==> src/rtl/cfg_lock_regs.sv <==
module cfg_lock_regs #(
  parameter int THR_W  = 4,
  parameter int PTRK_W = 8,
  parameter int LOCK_RES_BIT = 4
) (
  input  logic              clk,
  input  logic              hw_rst,
  input  logic              sw_rst,
  input  logic              wr_en,
  input  logic [1:0]        wr_addr,
  input  logic [7:0]        wr_data,
  input  logic              lock_cmd_wr,
  input  logic              result_rd,
  output logic [7:0]        result_data,
  output logic              lock,
  output logic [THR_W-1:0]  fifo_thr,
  output logic              fifo_en,
  output logic [PTRK_W-1:0] pretrk,
  output logic              fifo_wr_dis,
  output logic              fifo_rd_dis,
  output logic              burst_dis,
  output logic              fifo_wr_use,
  output logic              fifo_rd_use,
  output logic              fifo_burst_use,
  output logic              motor_tmr,
  output logic              idx_omit,
  output logic              impl_seek,
  output logic              ext_trk,
  output logic              recal_max,
  output logic [1:0]        low_pwr
);

  logic lock_pend, lock_req;

  assign result_data    = lock_pend ? (8'(lock_req) << LOCK_RES_BIT) : 8'h00;
  assign fifo_wr_use    = fifo_en & ~fifo_wr_dis;
  assign fifo_rd_use    = fifo_en & ~fifo_rd_dis;
  assign fifo_burst_use = fifo_en & ~burst_dis;

  always_ff @(posedge clk) begin
    if (hw_rst) begin
      lock <= 1'b0;  lock_pend <= 1'b0;  lock_req <= 1'b0;
      fifo_thr <= '0;  fifo_en <= 1'b0;  pretrk <= '0;
      fifo_wr_dis <= 1'b0;  fifo_rd_dis <= 1'b0;  burst_dis <= 1'b0;
      motor_tmr <= 1'b0;  idx_omit <= 1'b0;  impl_seek <= 1'b0;
      ext_trk <= 1'b0;  recal_max <= 1'b0;  low_pwr <= 2'b00;
    end else if (sw_rst) begin
      lock_pend <= 1'b0;
      motor_tmr <= 1'b0;  idx_omit <= 1'b0;  impl_seek <= 1'b0;
      ext_trk <= 1'b0;  recal_max <= 1'b0;  low_pwr <= 2'b00;
      if (!lock) begin
        fifo_thr <= '0;  fifo_en <= 1'b0;  pretrk <= '0;
        fifo_wr_dis <= 1'b0;  fifo_rd_dis <= 1'b0;  burst_dis <= 1'b0;
      end
    end else begin
      if (wr_en) begin
        case (wr_addr)
          2'd0: begin fifo_thr <= wr_data[THR_W-1:0]; fifo_en <= wr_data[4]; end
          2'd1: pretrk <= wr_data[PTRK_W-1:0];
          2'd2: begin
            motor_tmr <= wr_data[0];  idx_omit <= wr_data[1];
            impl_seek <= wr_data[2];  ext_trk  <= wr_data[3];
            recal_max <= wr_data[4];  low_pwr  <= wr_data[6:5];
          end
          default: begin
            fifo_wr_dis <= wr_data[0];  fifo_rd_dis <= wr_data[1];
            burst_dis   <= wr_data[2];
          end
        endcase
      end
      if (result_rd && lock_pend) lock <= lock_req;
      if (lock_cmd_wr) begin
        lock_pend <= 1'b1;
        lock_req  <= wr_data[7];
      end else if (result_rd) begin
        lock_pend <= 1'b0;
      end
    end
  end

  a_r3_lock_only_on_read: assert property (@(posedge clk) disable iff (hw_rst)
    !(result_rd && lock_pend && !sw_rst) |=> $stable(lock));

  a_r5_reset_drops_request: assert property (@(posedge clk) disable iff (hw_rst)
    sw_rst |=> (result_data == 8'h00));

  a_r6_locked_fifo_kept: assert property (@(posedge clk) disable iff (hw_rst)
    (sw_rst && lock) |=> ($stable(fifo_thr) && $stable(fifo_en) && $stable(pretrk) &&
                          $stable(fifo_wr_dis) && $stable(fifo_rd_dis) && $stable(burst_dis)));

  a_r7_unlocked_fifo_clear: assert property (@(posedge clk) disable iff (hw_rst)
    (sw_rst && !lock) |=> (fifo_thr == '0 && !fifo_en && pretrk == '0 &&
                           !fifo_wr_dis && !fifo_rd_dis && !burst_dis));

  a_r8_mode_clear: assert property (@(posedge clk) disable iff (hw_rst)
    sw_rst |=> (!motor_tmr && !idx_omit && !impl_seek && !ext_trk && !recal_max &&
                low_pwr == 2'b00 && $stable(lock)));

endmodule

==> config.mk <==
export PLATFORM = sky130hd
export DESIGN_NAME = cfg_lock_regs
export DESIGN_NICKNAME = d
export VERILOG_FILES = /design/src/rtl/cfg_lock_regs.sv
export SDC_FILE = /design/constraint.sdc
export NUM_CORES = 1
export LEC_CHECK = 0
export ABC_AREA = 1
export BUFFER_PORTS_ARGS = -buffer_cell sky130_fd_sc_hd__buf_2
export CORE_MARGIN = 4
export CORE_UTILIZATION = 41
export DETAILED_ROUTE_END_ITERATION = 10
export PLACE_DENSITY = 0.78
export SYNTH_ARGS = -nofsm -noshare
export SYNTH_HDL_FRONTEND = slang
export SYNTH_SLANG_ARGS = --single-unit
==> constraint.sdc <==
create_clock -name clk -period 1.12 [get_ports clk]
set_clock_uncertainty 0.1 [all_clocks]
set_input_delay 0.224 -clock clk [delete_from_list [all_inputs] [get_ports clk]]
set_output_delay 0.224 -clock clk [all_outputs]
set_load 0.05 [all_outputs]
==> results of run 1 <==
-- area by class of cell --
type / instances / area, µm²
clock buffer: 3 / 22.52
fill: 194 / 626.9
timing repair buffer: 65 / 664.4
inverter: 17 / 67.56
tap: 30 / 37.54
multi-input combinational: 116 / 583.1
sequential: 26 / 565.5
-- metrics by stage --
step | util, % | cells | hold slack (ns) | setup WS [ns] | area (µm²)
6_report | 75.58 | 257 | 0.06146 | -0.3219 | 1941
5_1_grt | 75.58 | 257 | 0.06299 | -0.3836 | 1941
4_1_cts | 71.98 | 255 | 0.04766 | -0.3409 | 1848
3_5_place_dp | 58.67 | 246 | 0.3677 | -0.06016 | 1506
3_3_place_gp | 58.67 | 246 | 0.3590 | -0.03330 | 1506
2_1_floorplan | - | 168 | 0.2031 | -0.09239 | 1224
-- power by group through the flow --
| stage | Sequential (mW) | Combinational (mW) | Clock, mW |
|---|---|---|---|
| global placement | 1.01 | 0.505 | 0 |
| detailed placement | 1.01 | 0.512 | 0 |
| floorplan | 1.13 | 0.264 | 0 |
| global route | 1.01 | 0.699 | 0.427 |
| CTS | 1.00 | 0.620 | 0.401 |
| finish | 1.00 | 0.658 | 0.382 |
-- final timing paths --
check	end	slack, ns	depth (start not counted)
setup / recovery	fifo_wr_use	-0.32	3
hold / removal	pretrk[5]	0.06	3
setup reg to reg	fifo_thr[2]	0.03	6
hold reg to reg	pretrk[1]	0.40	2
-- tightest hold or removal path: stages --
cell and delay [ns]:
buf_2 0.09, nand3_1 0.06, o21ai_0 0.06
-- Yosys cell counts --
cell type  instances  area share [%]
nor2_2             2             1.1
inv_1             14             4.6
a21oi_1           13             5.7
nand2_1           24             7.8
o21ai_2            1            0.76
nand3_1           21             9.1
inv_2              2            0.65
clkinv_1           1            0.33
conb_1             1            0.33
nand2_2            4             2.2
dfxtp_1           26              45
nor3_1             1            0.43
buf_6              2             2.0
nor2_1            31              10
buf_4              7             4.6
o21ai_0           12             5.2
-- metal layers --
layer | vias up | wire length, µm | GRT usage (%)
li1 | 639 | - | -
met3 | 2 | 181 | 4.043
met5 | - | 0 | 0
met2 | 32 | 1652 | 29.47
met4 | 0 | 13 | 4.644
met1 | 583 | 1367 | 23.07
-- cell families after synthesis --
| family | synth area share, % |
|---|---|
| AO/OA/AOI/OAI | 11.63 |
| buffers and inverters | 12.06 |
| flip-flops | 45.22 |
| AND/OR/NAND/NOR | 30.76 |
| other | 0.3258 |
-- timing repair --
action                                  in CTS  in global routing
resized for setup                           99                 22
endpoints found under the setup margin      31                 37
setup buffers                                6                  3
pin swaps                                    1                  2
-- cell usage in the layout (no fill, tap or decap) --
master	count
dfxtp_2	21
inv_1	12
nand2_8	1
o21ai_2	2
o21ai_0	11
conb_1	7
a21oi_2	5
clkinv_1	1
nand2_1	23
clkbuf_4	3
nand2_4	1
nor2_4	3
nand3_1	21
buf_2	15
buf_4	18
buf_6	7
dfxtp_4	5
nor3_1	1
clkinvlp_4	1
nor2_1	27
buf_8	25
nand2_2	3
nor2_2	3
inv_2	3
a21oi_1	8
==> impl_metrics.toml, run 1 <==
[run_status]
status = "finished, violations left"
violations = "negative setup slack"

[critical_path]
worstPathArrival_ns = 1.12
rr_startpoint = "lock"
worst_ep_required_time_ns = 0.80
cp_cell_sequence = "clkinvlp_4, nor2_4, buf_8"
critical_path.top_delay_family = "flip-flops"
crit_start = "fifo_en"
start_kind = "flop"
path_class = "reg2out"
slowest_delay_ns = 0.38
cp_num_buf_inv = 2
critPathSlowestCell = "dfxtp_4"
crit_path_end_kind = "output pin"
cp_max_fo = 3

[routing]
drc = 0
vias = 1256
wl_um = 3216
drtIter0Drc = 29
wl_per_cell_um = 12.51
viasPerCell = 4.887
dr.pass1.iters = 4
detail-route-antenna-nets = 0

[sta]
finalHoldViolations = 0
finalSetupViolCount = 28
drv_slew = 0
fin_crit_ns = 1.442
finalCritPeriodShare_pct = 128.7
tns_ns = -2.037
rsz0062_at_grt = "true"
finalWorstSetupSlack_ns = -0.3219
fmax_mhz = 693.5

[placed_design]
io_buffers = 43
place_congestion = 0.7585
dp_hpwl_um = 2212

[power_and_ir_drop]
vdd_ir_drop_max_uv = 815.8
clkPwrFrac_pct = 18.7
p_sw_uw = 693.0
pwr-share-comb_pct = 32.2
leakagePower_nw = 0.9237
p_per_area_mw_per_mm2 = 1053
p_total_mw = 2.043
switching_share_pct = 33.92
p_int_mw = 1.350
seqPwrFrac_pct = 49.1

[floorplan]
die_area_mm2 = 0.003719
fp.dieW_um = 60.99
die_h_um = 60.99
row_count = 18
initial_core_util_pct = 44.83
ios = 51
core_area_mm2 = 0.002567

[grt]
antenna_found_initial = 0
grt_pass1_vias = 1139
grt_pass1_wl_um = 4974
grt_max_degree = 14
grt_usage_pct = 17.70
grt_overflow = 0

[final_layout]
drive_gt1_share_pct = 51.10
largest_reg_flops = 8
syn2layout_area_growth_pct = 68.59
top_regs = "pretrk x8, fifo_thr x4, low_pwr x2"
top_register = "pretrk"
layout.nets = 245
antennaDiodeCount = 0

[min_path]
hp-start = "wr_data[5]"
hold_class = "in2reg"

[run]
max-cap-violations = 0

[clocking]
clk_latency_ns = 0.31
hold_buffers = 0
numCtsBuffers = 3
cts_tree = "yes"
cts.clk_slew.worst_paths_ns = 0.13
h-tree-depth = 1
cts_num_sinks = 26
clk_path_buf_depth = 2
clockRootBuffer = "clkbuf_4"

[yosys]
yosys_warnings = 0
synth_seq_area_share_pct = 45.22
synth_cells = 162
ys_ff_latch = 26
netlist_area_mm2 = 0.001151
synth.distinct_cells = 16
syn_avg_cell_area_um2 = 7.106
Note: power is estimated with default switching activity, not from simulation.
==> run 2: changes to the inputs <==
Settings changed: SKIP_LAST_GASP set to 1.
==> impl_metrics.toml, run 2 (synthesis gave the netlist of run 1 again) <==
[critical_path]
crit_path_end_kind = "output pin"
cp_max_fo = 3
path_class = "reg2out"
worstPathArrival_ns = 1.12
start_kind = "flop"
worst_ep_required_time_ns = 0.80

[clocking]
clk_latency_ns = 0.31
cts_num_sinks = 26
cts_tree = "yes"
h-tree-depth = 1
numCtsBuffers = 3
cts.clk_slew.worst_paths_ns = 0.13
clk_path_buf_depth = 2
clockRootBuffer = "clkbuf_4"

[floorplan]
ios = 51
die_h_um = 60.99
core_area_mm2 = 0.002567
die_area_mm2 = 0.003719
row_count = 18
initial_core_util_pct = 44.83
fp.dieW_um = 60.99

[sta]
finalWorstSetupSlack_ns = -0.3207
finalSetupViolCount = 28
tns_ns = -2.033
rsz0062_at_grt = "true"
fmax_mhz = 694.1
finalHoldViolations = 0
fin_crit_ns = 1.441
finalCritPeriodShare_pct = 128.6
drv_slew = 0

[grt]
grt_max_degree = 14
gr-usage-met1_pct = 23.07
top_usage_layer = "met2"
grt_pass1_wl_um = 4974
grt_pass1_vias = 1139
gr-usage-met3_pct = 4.043
grt_usage_pct = 17.70
grt_use_met2_pct = 29.47
antenna_found_initial = 0
grt_overflow = 0

[final_layout]
antennaDiodeCount = 0
top_register = "pretrk"
largest_reg_flops = 8
layout.nets = 245
top_regs = "pretrk x8, fifo_thr x4, low_pwr x2"
layout_commonest_cell = "nor2_1"
final_cell_mix = "nor2_1 (27), buf_8 (25), nand2_1 (23)"
drive_gt1_share_pct = 51.10
design_area_mm2 = 0.001937
syn2layout_area_growth_pct = 68.26

[placed_design]
dp_hpwl_um = 2212
io_buffers = 43
placed_area_mm2 = 0.001506
pre_cts_slack_ns = -0.06016
place_congestion = 0.7585

[power_and_ir_drop]
vdd_ir_drop_max_uv = 815.7
p_per_area_mw_per_mm2 = 1053
leakagePower_nw = 0.9223

[run_status]
violations = "negative setup slack"
status = "finished, violations left"

[routing]
wl_per_cell_um = 12.50
wl_um = 3212
drc = 0
detail-route-antenna-nets = 0
vias = 1270
viasPerCell = 4.942
dr.pass1.iters = 5
drtIter0Drc = 29

[run]
max-cap-violations = 0

[min_path]
hold_class = "in2reg"
## run 2: cell type report
class	count	area, µm²
fill	193	630.6
multi-input combinational	116	583.1
tap	30	37.54
clock buffer	3	22.52
timing repair buffer	65	660.6
inverter	17	67.56
sequential	26	565.5
## run 2: worst paths after layout
check	from	endpoint	slack, ns	cells after the start
worst max-delay path	fifo_en	fifo_wr_use	-0.32	3
worst min-delay path	wr_data[5]	pretrk[5]	0.06	3
worst max register to register	lock	fifo_rd_dis	0.03	6
worst min register to register	pretrk[1]	pretrk[1]	0.40	2
## run 2: layer usage
layer,part of all wire (%),wire length (µm)
met1,42,1338
met2,52,1658
met4,0.40,13
met5,0,0
met3,6.3,202
## run 2: stage by stage
stage               hold WS, ns  power [mW]  utilization (%)  cells
CTS                     0.04766       2.022            71.98    255
floorplan                0.2031       1.389                -    168
finish                  0.06450       2.040            75.44    257
global placement         0.3590       1.511            58.67    246
global route            0.06241       2.134            75.44    257
detailed placement       0.3677       1.520            58.67    246
## run 2: timing repair
item,4_1_cts,5_1_grt
resized for setup,99,21
hold endpoints to repair,0,0
buffers inserted,6,3
hold buffers,0,0
gates cloned,0,0
pin swaps,1,2
setup endpoints to repair,31,37
## run 2: power by group
group	leakage [nW]	switching, mW	internal [mW]
Combinational	0.684	0.398	0.258
Clock	0.0138	0.255	0.126
Sequential	0.225	0.0386	0.965
## run 2: worst max-delay path, stage by stage, from the launching register on
cell	delay, ns
dfxtp_4	0.38
clkinvlp_4	0.15
nor2_4	0.13
buf_8	0.15
